`src/rtl/jra_pkg.sv`:
```
package jra_pkg;
    localparam int IR_W    = 4;
    localparam int CHAIN_W = 5;
    localparam int DATA_W  = 32;
    localparam int ADDR_W  = 7;
    localparam int ACC_W   = DATA_W + ADDR_W + 1;

    localparam logic [IR_W-1:0]    OP_CHAIN_SEL = 4'h2;
    localparam logic [IR_W-1:0]    OP_ACCESS    = 4'hC;
    localparam logic [IR_W-1:0]    OP_IDCODE    = 4'hE;
    localparam logic [IR_W-1:0]    IR_CAPTURE   = 4'b0001;
    localparam logic [CHAIN_W-1:0] BUS_CHAIN    = '0;

    typedef enum logic [3:0] {
        ST_TLR, ST_RTI, ST_SEL_DR, ST_CAP_DR, ST_SHF_DR, ST_EX1_DR, ST_PAU_DR, ST_EX2_DR,
        ST_UPD_DR, ST_SEL_IR, ST_CAP_IR, ST_SHF_IR, ST_EX1_IR, ST_PAU_IR, ST_EX2_IR, ST_UPD_IR
    } tap_state_t;

    typedef enum logic [1:0] {
        PATH_BYPASS, PATH_IDCODE, PATH_CHAIN, PATH_ACCESS
    } dr_path_t;

    // Field order matches the serial word: bit 39 direction, 38:32 address, 31:0 data
    typedef struct packed {
        logic              wr;
        logic [ADDR_W-1:0] addr;
        logic [DATA_W-1:0] data;
    } acc_word_t;

    function automatic tap_state_t tap_next(tap_state_t s, logic tms);
        case (s)
            ST_TLR:    return tms ? ST_TLR    : ST_RTI;
            ST_RTI:    return tms ? ST_SEL_DR : ST_RTI;
            ST_SEL_DR: return tms ? ST_SEL_IR : ST_CAP_DR;
            ST_CAP_DR: return tms ? ST_EX1_DR : ST_SHF_DR;
            ST_SHF_DR: return tms ? ST_EX1_DR : ST_SHF_DR;
            ST_EX1_DR: return tms ? ST_UPD_DR : ST_PAU_DR;
            ST_PAU_DR: return tms ? ST_EX2_DR : ST_PAU_DR;
            ST_EX2_DR: return tms ? ST_UPD_DR : ST_SHF_DR;
            ST_UPD_DR: return tms ? ST_SEL_DR : ST_RTI;
            ST_SEL_IR: return tms ? ST_TLR    : ST_CAP_IR;
            ST_CAP_IR: return tms ? ST_EX1_IR : ST_SHF_IR;
            ST_SHF_IR: return tms ? ST_EX1_IR : ST_SHF_IR;
            ST_EX1_IR: return tms ? ST_UPD_IR : ST_PAU_IR;
            ST_PAU_IR: return tms ? ST_EX2_IR : ST_PAU_IR;
            ST_EX2_IR: return tms ? ST_UPD_IR : ST_SHF_IR;
            ST_UPD_IR: return tms ? ST_SEL_DR : ST_RTI;
            default:   return ST_TLR;
        endcase
    endfunction

    function automatic dr_path_t decode_op(logic [IR_W-1:0] op);
        case (op)
            OP_CHAIN_SEL: return PATH_CHAIN;
            OP_ACCESS:    return PATH_ACCESS;
            OP_IDCODE:    return PATH_IDCODE;
            default:      return PATH_BYPASS;
        endcase
    endfunction
endpackage

```
`src/rtl/jra_tap_ctrl.sv`:
```
module jra_tap_ctrl
    import jra_pkg::*;
(
    input  logic       tck,
    input  logic       rst,
    input  logic       tms,
    output tap_state_t state
);
    always_ff @(posedge tck) begin
        if (rst) state <= ST_TLR;
        else     state <= tap_next(state, tms);
    end
endmodule

```
`src/rtl/jra_ir.sv`:
```
module jra_ir
    import jra_pkg::*;
(
    input  logic       tck,
    input  logic       rst,
    input  tap_state_t state,
    input  logic       tdi,
    output logic       ir_lsb,
    output dr_path_t   path
);
    logic [IR_W-1:0] ir_sh;
    logic [IR_W-1:0] ir_op;

    always_ff @(posedge tck) begin
        if (rst) begin
            ir_sh <= '0;
            ir_op <= OP_IDCODE;
        end else begin
            case (state)
                ST_TLR:    ir_op <= OP_IDCODE;
                ST_CAP_IR: ir_sh <= IR_CAPTURE;
                ST_SHF_IR: ir_sh <= {tdi, ir_sh[IR_W-1:1]};
                ST_UPD_IR: ir_op <= ir_sh;
                default: ;
            endcase
        end
    end

    assign ir_lsb = ir_sh[0];
    assign path   = decode_op(ir_op);
endmodule

```
`src/rtl/jra_dr.sv`:
```
module jra_dr
    import jra_pkg::*;
#(
    parameter logic [DATA_W-1:0] IDCODE = 32'h3C2D_E0A5
) (
    input  logic                tck,
    input  logic                rst,
    input  tap_state_t          state,
    input  logic                tdi,
    input  dr_path_t            path,
    input  logic [DATA_W-1:0]   rd_hold,
    output logic                dr_lsb,
    output logic [CHAIN_W-1:0]  cur_chain,
    output logic                acc_go,
    output acc_word_t           acc_req
);
    logic [ACC_W-1:0] dr_sh;

    always_ff @(posedge tck) begin
        if (rst) begin
            dr_sh     <= '0;
            cur_chain <= BUS_CHAIN;
        end else begin
            if (state == ST_TLR) cur_chain <= BUS_CHAIN;
            if (state == ST_CAP_DR) begin
                case (path)
                    PATH_IDCODE: dr_sh <= ACC_W'(IDCODE);
                    PATH_CHAIN:  dr_sh <= ACC_W'(cur_chain);
                    PATH_ACCESS: dr_sh <= ACC_W'(rd_hold);
                    default:     dr_sh <= '0;
                endcase
            end
            if (state == ST_SHF_DR) begin
                case (path)
                    PATH_IDCODE: dr_sh[DATA_W-1:0]  <= {tdi, dr_sh[DATA_W-1:1]};
                    PATH_CHAIN:  dr_sh[CHAIN_W-1:0] <= {tdi, dr_sh[CHAIN_W-1:1]};
                    PATH_ACCESS: dr_sh              <= {tdi, dr_sh[ACC_W-1:1]};
                    default:     dr_sh[0]           <= tdi;
                endcase
            end
            if (state == ST_UPD_DR && path == PATH_CHAIN)
                cur_chain <= dr_sh[CHAIN_W-1:0];
        end
    end

    assign dr_lsb  = dr_sh[0];
    assign acc_req = acc_word_t'(dr_sh);
    assign acc_go  = (state == ST_UPD_DR) && (path == PATH_ACCESS) && (cur_chain == BUS_CHAIN);
endmodule

```
`src/rtl/jra_bus_port.sv`:
```
module jra_bus_port
    import jra_pkg::*;
(
    input  logic              tck,
    input  logic              rst,
    input  logic              acc_go,
    input  acc_word_t         acc_req,
    input  logic [DATA_W-1:0] reg_rdata,
    output logic [ADDR_W-1:0] reg_addr,
    output logic [DATA_W-1:0] reg_wdata,
    output logic              reg_wr,
    output logic              reg_rd,
    output logic [DATA_W-1:0] rd_hold
);
    always_ff @(posedge tck) begin
        if (rst) begin
            reg_addr  <= '0;
            reg_wdata <= '0;
            reg_wr    <= 1'b0;
            reg_rd    <= 1'b0;
            rd_hold   <= '0;
        end else begin
            reg_wr <= 1'b0;
            reg_rd <= 1'b0;
            if (reg_rd) rd_hold <= reg_rdata;
            if (acc_go) begin
                reg_addr <= acc_req.addr;
                if (acc_req.wr) begin
                    reg_wr    <= 1'b1;
                    reg_wdata <= acc_req.data;
                end else begin
                    reg_rd <= 1'b1;
                end
            end
        end
    end
endmodule

```
`src/rtl/jtag_reg_access.sv`:
```
module jtag_reg_access
    import jra_pkg::*;
#(
    parameter logic [DATA_W-1:0] IDCODE = 32'h3C2D_E0A5
) (
    input  logic              tck,
    input  logic              rst,
    input  logic              tms,
    input  logic              tdi,
    output logic              tdo,
    output logic [ADDR_W-1:0] reg_addr,
    output logic [DATA_W-1:0] reg_wdata,
    output logic              reg_wr,
    output logic              reg_rd,
    input  logic [DATA_W-1:0] reg_rdata
);
    tap_state_t         tap_state;
    dr_path_t           path;
    logic               ir_lsb;
    logic               dr_lsb;
    logic               acc_go;
    acc_word_t          acc_req;
    logic [DATA_W-1:0]  rd_hold;
    logic [CHAIN_W-1:0] cur_chain;

    jra_tap_ctrl u_ctrl (
        .tck(tck), .rst(rst), .tms(tms), .state(tap_state)
    );

    jra_ir u_ir (
        .tck(tck), .rst(rst), .state(tap_state), .tdi(tdi), .ir_lsb(ir_lsb), .path(path)
    );

    jra_dr #(.IDCODE(IDCODE)) u_dr (
        .tck(tck), .rst(rst), .state(tap_state), .tdi(tdi), .path(path), .rd_hold(rd_hold),
        .dr_lsb(dr_lsb), .cur_chain(cur_chain), .acc_go(acc_go), .acc_req(acc_req)
    );

    jra_bus_port u_bus (
        .tck(tck), .rst(rst), .acc_go(acc_go), .acc_req(acc_req), .reg_rdata(reg_rdata),
        .reg_addr(reg_addr), .reg_wdata(reg_wdata), .reg_wr(reg_wr), .reg_rd(reg_rd),
        .rd_hold(rd_hold)
    );

    always_comb begin
        case (tap_state)
            ST_SHF_DR: tdo = dr_lsb;
            ST_SHF_IR: tdo = ir_lsb;
            default:   tdo = 1'b0;
        endcase
    end
endmodule

```
`config.mk`:
```
export PLATFORM = sky130hd
export DESIGN_NAME = jtag_reg_access
export DESIGN_NICKNAME = d
export VERILOG_FILES = /design/src/rtl/jra_pkg.sv /design/src/rtl/jra_tap_ctrl.sv /design/src/rtl/jra_ir.sv /design/src/rtl/jra_dr.sv /design/src/rtl/jra_bus_port.sv /design/src/rtl/jtag_reg_access.sv
export SDC_FILE = /design/constraint.sdc
export NUM_CORES = 1
export LEC_CHECK = 0
export BUFFER_PORTS_ARGS = -buffer_cell sky130_fd_sc_hd__buf_2
export CORE_MARGIN = 8
export CORE_UTILIZATION = 40
export DETAILED_ROUTE_END_ITERATION = 10
export PLACE_DENSITY_LB_ADDON = 0.2
export SYNTH_ARGS = -nofsm -noshare
export SYNTH_HDL_FRONTEND = slang
export SYNTH_SLANG_ARGS = --single-unit
```
`constraint.sdc`:
```
create_clock -name tck -period 2.2 [get_ports tck]
set_input_delay 0.44 -clock tck [delete_from_list [all_inputs] [get_ports tck]]
set_output_delay 0.44 -clock tck [all_outputs]
set_load 0.02 [all_outputs]
```
==> results of run 1 <==
stage by stage:
| stage | instance area, µm² | util (%) | total power, mW | cells | setup WS, ns |
|---|---|---|---|---|---|
| 2_1_floorplan | 5520 | - | 2.67 | 663 | 0.213 |
| 3_3_place_gp | 6080 | 44.5 | 2.78 | 879 | 0.338 |
| 3_5_place_dp | 6080 | 44.5 | 2.79 | 879 | 0.271 |
| 4_1_cts | 6660 | 48.7 | 5.57 | 909 | 0.0446 |
| 5_1_grt | 6670 | 48.8 | 5.74 | 909 | 0.0360 |
| 6_report | 6670 | 48.8 | 5.53 | 909 | 0.0934 |
state kept, by name, indices dropped and copies added, names as in the netlist:
signal / count
u_ir.ir_op: 4
u_dr.acc_req: 40
u_bus.reg_wdata: 32
u_bus.rd_hold: 32
u_bus.reg_rd: 1
u_ir.ir_sh: 4
u_ctrl.state: 4
u_dr.cur_chain: 5
u_bus.reg_addr: 7
u_bus.reg_wr: 1
critical path: stages (launching register included):
cell and delay (ns):
dfxtp_1 0.32, buf_4 0.22, nand2_1 0.16, nor2_1 0.17, a32o_1 0.20, buf_2 0.17
repair_timing:
action                                  4_1_cts  5_1_grt
buffers inserted                              0        0
resized for setup                             0        2
endpoints found under the setup margin        0        1
hold buffers                                  0        0
report_power, final:
part | switching [mW] | total (mW) | leakage, nW | internal (mW)
combinational | 0.184 | 0.308 | 1.10 | 0.124
clock | 0.959 | 2.78 | 0.277 | 1.82
sequential | 0.0387 | 2.44 | 1.05 | 2.40
total | 1.18 | 5.53 | 2.42 | 4.35
kinds of logic (layout without fill, tap and decap cells):
logic type      count (synthesis)  count (layout)
simple gates                  242             242
mux                            32              32
compound gates                190             190
buf+inv                        68             134
xor+xnor                        1               1
flops                         130             130
path summary, 6_finish.rpt:
check | startpoint | end | depth (start not counted)
min reg2reg | u_bus.reg_addr[5] | u_bus.reg_addr[5] | 2
max reg2reg | u_ctrl.state[0] | u_bus.reg_wdata[2] | 6
min | reg_rdata[20] | u_bus.rd_hold[20] | 3
max | u_ctrl.state[1] | tdo | 5
cell type report:
class	instances	share of cell area (%)
repair buffers	98	8.98
well taps	180	3.38
inverters	6	0.338
flip-flops and latches	130	39.0
multi-input cells	465	39.6
clock inverters	5	1.54
clock buffers	25	7.13
layout by cell type, fill, tap and decap left out, drive strengths merged, types with 3 or more instances in the layout:
master,n
inv,6
o21bai,3
a21oi,65
o21ai,71
nor4b,3
or4b,3
bufinv,3
clkbuf,25
nor2,83
nand2,52
o211ai,4
dfxtp,130
a22oi,16
nor3b,15
nand3,49
nor3,17
a211oi,16
nor4,6
mux2i,32
buf,98
metal layers:
metal,GRT usage (%),up-vias,wire length (µm)
met5,0,-,0
met4,6.43,0,228
met3,4.93,19,792
met2,21.0,140,5640
met1,24.3,2263,7830
li1,-,2468,-
==> impl_metrics.yaml, run 1 <==
status:
  status: "completed"
synth:
  ys.flop_type: "dfxtp_1"
  synthSimpleGateAreaFrac_pct: 21.6
  syn_area_per_cell_um2: 8.33
  yosysMostFrequentCell: "dfxtp_1"
  yosysSeqAreaShare_pct: 47.1
  synth_area_mm2: 0.00552
  yosysTopAreaCellShare_pct: 47.1
  synth_top_area_cell: "dfxtp_1"
  synth_edf_count: 0
  syn_nets: 699
  synth_compound_gate_area_share_pct: 19.9
  yosys-top-cells-area: "dfxtp_1, a21oi_1, mux2i_1, o21ai_0, nor2_1"
  synth_fa_ha_area_share_pct: 0
  netlist_instances: 663
  synth.area.mux_share_pct: 5.80
  synthArstFlopShare_pct: 0
  synth_xor_area_share_pct: 0.159
  yosysUniqueCellTypes: 49
  synthTopCellsByCount: "dfxtp_1, nor2_1, a21oi_1, o21ai_0, nand2_1"
  ys_ff_latch: 130
  synth_top_family_by_area: "simple AND/OR/NAND/NOR gates"
  yosysWarnings: 0
global_route:
  grt_antenna_before_repair: 0
  grt_start_max_net_pins: 68
  grt-ovfl-total: 0
  grt_use_total_pct: 16.3
  grt_pass1_wl_um: 23800
  first_global_vias: 4525
power_and_ir_drop:
  leakage_nw: 2.42
  powerDensity_mw_per_mm2: 828
  ir_drop_mv: 0.565
placement:
  gp_congestion: 0.807
  dp_hpwl_um: 9950
  port_buffers: 77
die:
  coreArea_mm2: 0.0137
  die-width_um: 134
  die_y_um: 134
  row_count: 43
  pin_count: 78
  die_area_mm2: 0.0178
  initial_utilization_pct: 40.4
cells_and_area:
  diodes: 0
  syn_to_final_growth_pct: 20.8
  multi_input_area_mm2: 0.00264
  fin_nets: 754
  fillCellCount: 1375
  layout-drive-gt1-share_pct: 18.0
  register_area_mm2: 0.00260
timing:
  setup_viol_count_final: 0
  tightest_slew_ns: 0.825
  clock_skew_ns: 0.0145
  hold_ws_ns: 0.257
  slew-limit-headroom_pct: 45.0
  fin_crit_ns: 2.11
  max_freq_mhz: 475
  slew_viol_final: 0
  finalHoldViolations: 0
  rsz0062_at_grt: "false"
  period_share_pct: 95.8
  finalSetupTns_ns: 0
setup_path:
  crit_fanout: 16
  cp-end-kind: "output pin"
  rrSetupSlack_ns: 0.24
  startpoint_type: "flip-flop"
  critPathRequiredTime_ns: 1.76
  crit_type: "reg -> out"
  worstPathArrival_ns: 1.67
detailed_routing:
  vias_per_cell: 5.38
  drcViolationCount: 0
  wl_per_cell_um: 15.9
  dr.pass1.iters: 5
  vias: 4890
  antenna_left: 0
  drt-total-wl_um: 14500
  drtIter0Drc: 477
min_path:
  hold_class: "in -> reg"
clock_tree:
  clk_pin_slew_worst_paths_ns: 0.05
  cts_max_path_buffers: 2
  cts_buffers: 17
  cts_tree: "done"
  htreeDepth: 4
  ctsRootBufferMaster: "clkbuf_16"
  clk_latency_ns: 0.42
  clock-sinks: 130
flow_run:
  cap_violations: 0
Power figures use the tool's default switching activity.
==> inputs of run 2 (changes only) <==
--- a/config.mk
+++ b/config.mk
@@ -9,7 +9,6 @@
 export CORE_MARGIN = 8
 export CORE_UTILIZATION = 40
 export DETAILED_ROUTE_END_ITERATION = 10
-export PLACE_DENSITY_LB_ADDON = 0.2
 export SYNTH_ARGS = -nofsm -noshare
 export SYNTH_HDL_FRONTEND = slang
 export SYNTH_SLANG_ARGS = --single-unit
==> run 2 against run 1 <==
Against the previous run:
- critical path depth stayed put
- worst hold slack better by 0.0056 ns
- first-iteration DRC count is 17% higher
- clock-buffer cell count is 6 lower
- clock skew is 0.0066 ns lower
- cell area is 0.92% higher
- critical endpoint unchanged
- critical path type unchanged
- non-clock buffer count is 1 higher
==> impl_metrics.yaml, run 2 (synthesis results as in run 1) <==
status:
  status: "completed"
setup_path:
  worst-r2r-cell-count: 5
  startpoint_type: "flip-flop"
  crit_fanout: 16
  crit_start: "u_ctrl.state[1]"
  crit_type: "reg -> out"
  slowest_delay_ns: 0.32
  rrSetupSlack_ns: 0.29
  cp_cell_sequence: "buf_4 > nand2_1 > nor2_1 > a32o_1 > buf_2"
  cp_slowest_cell: "dfxtp_1"
  cp-end-kind: "output pin"
  timing.rr.end: "u_bus.reg_wdata[0]"
  worstPathArrival_ns: 1.64
  crit_end: "tdo"
  critPathRequiredTime_ns: 1.76
  worstReg2RegStart: "u_ctrl.state[2]"
timing:
  fin_crit_ns: 2.08
  slew_viol_final: 0
  slew-limit-headroom_pct: 43.0
  max_freq_mhz: 480
  rsz0062_at_grt: "false"
  tightest_slew_ns: 0.854
  period_share_pct: 94.8
  finalSetupTns_ns: 0
  setup_viol_count_final: 0
  clock_skew_ns: 0.00788
  finalHoldViolations: 0
die:
  coreArea_mm2: 0.0137
  initial_utilization_pct: 40.4
  die_area_mm2: 0.0178
  die_y_um: 134
  row_count: 43
  pin_count: 78
  die-width_um: 134
clock_tree:
  cts_max_path_buffers: 2
  clk_pin_slew_worst_paths_ns: 0.06
  cts_setup_buffers: 0
  clock-sinks: 130
  ctsRootBufferMaster: "clkbuf_16"
  htreeDepth: 4
  clk_latency_ns: 0.41
  cts_buffers: 17
  cts_tree: "done"
global_route:
  grt_start_max_net_pins: 66
  grt_antenna_before_repair: 0
  grt_use_total_pct: 16.0
  first_global_vias: 4394
  grt-ovfl-total: 0
  grt_pass1_wl_um: 23400
power_and_ir_drop:
  ir_drop_mv: 0.457
  powerDensity_mw_per_mm2: 853
  leakage_nw: 2.45
  finalPower_mw: 5.74
cells_and_area:
  fin_nets: 755
  layout-drive-gt1-share_pct: 19.0
  layout_common_cells: "dfxtp_1, nor2_1, buf_2"
  diodes: 0
  postLayoutCoreUtil_pct: 49.3
  syn_to_final_growth_pct: 21.9
  largest_reg_flops: 40
  final_common_cell: "dfxtp_1"
detailed_routing:
  wl_per_cell_um: 15.9
  drcViolationCount: 0
  vias_per_cell: 5.43
  antenna_left: 0
  dr.pass1.iters: 5
  drtIter0Drc: 557
  vias: 4949
  drt-total-wl_um: 14500
placement:
  dp_hpwl_um: 9800
  gp_congestion: 0.830
  port_buffers: 77
flow_run:
  cap_violations: 0
min_path:
  hold_class: "in -> reg"
## run 2: changes by cell type in the layout (fill, tap and decap cells not counted), sizes merged
cell	before	now
inv	6	9
clkbuf	25	19
clkinv	1	2
bufinv	3	4
buf	98	99
clkinvlp	1	3
## run 2: report_power, final
group | leakage [nW] | switching, mW | internal (mW) | total [mW]
logic | 1.10 | 0.187 | 0.121 | 0.309
registers | 1.05 | 0.0377 | 2.40 | 2.43
clock network | 0.302 | 1.04 | 1.96 | 3.00
total | 2.45 | 1.27 | 4.47 | 5.74
## run 2: timing repair
action / 4_1_cts / 5_1_grt
endpoints found under the hold margin: 0 / 0
endpoints found under the setup margin: 0 / 1
hold buffers: 0 / 0
gates resized for setup: 0 / 2
## run 2: worst min path at each step
stage,from,end,slack [ns],depth (start not counted)
floorplan,u_dr.acc_req[32],u_bus.reg_addr[0],0.44,2
global placement,u_bus.reg_addr[5],u_bus.reg_addr[5],0.44,2
detailed placement,u_bus.reg_addr[4],u_bus.reg_addr[4],0.44,2
CTS,reg_rdata[26],u_bus.rd_hold[26],0.25,3
global route,reg_rdata[26],u_bus.rd_hold[26],0.26,3
finish,reg_rdata[26],u_bus.rd_hold[26],0.26,3
## run 2: cell type report
cell class | instances | area [µm²]
well taps | 180 | 225
repair buffers | 99 | 607
flip-flops and latches | 130 | 2600
multi-input cells | 465 | 2640
clock inverters | 12 | 179
inverters | 6 | 22.5
fillers | 1324 | 6930
clock buffers | 19 | 453
## run 2: stage by stage
step                      instance area, µm²  hold WS (ns)  cells  setup slack, ns
after floorplan                         5520         0.445    663            0.213
after global placement                  6090         0.436    880            0.370
after detailed placement                6090         0.443    880            0.292
after CTS                               6720         0.249    911           0.0789
after global routing                    6730         0.255    911           0.0135
final                                   6730         0.262    911            0.115
## run 2: worst max-delay path, delay by kind of cell, from the launching register on
kind                   cells  cell delay, ns
flip-flops                 1            0.32
buffers and inverters      2            0.39
AO/OA/AOI/OAI              1            0.20
AND/OR/NAND/NOR            2            0.32
## run 2: routing by layer
metal	GRT usage, %	wire length, µm	vias up
met3	4.44	888	14
li1	-	-	2475
met4	5.61	195	0
met1	24.2	7610	2289
met2	20.6	5800	171
met5	0	0	-
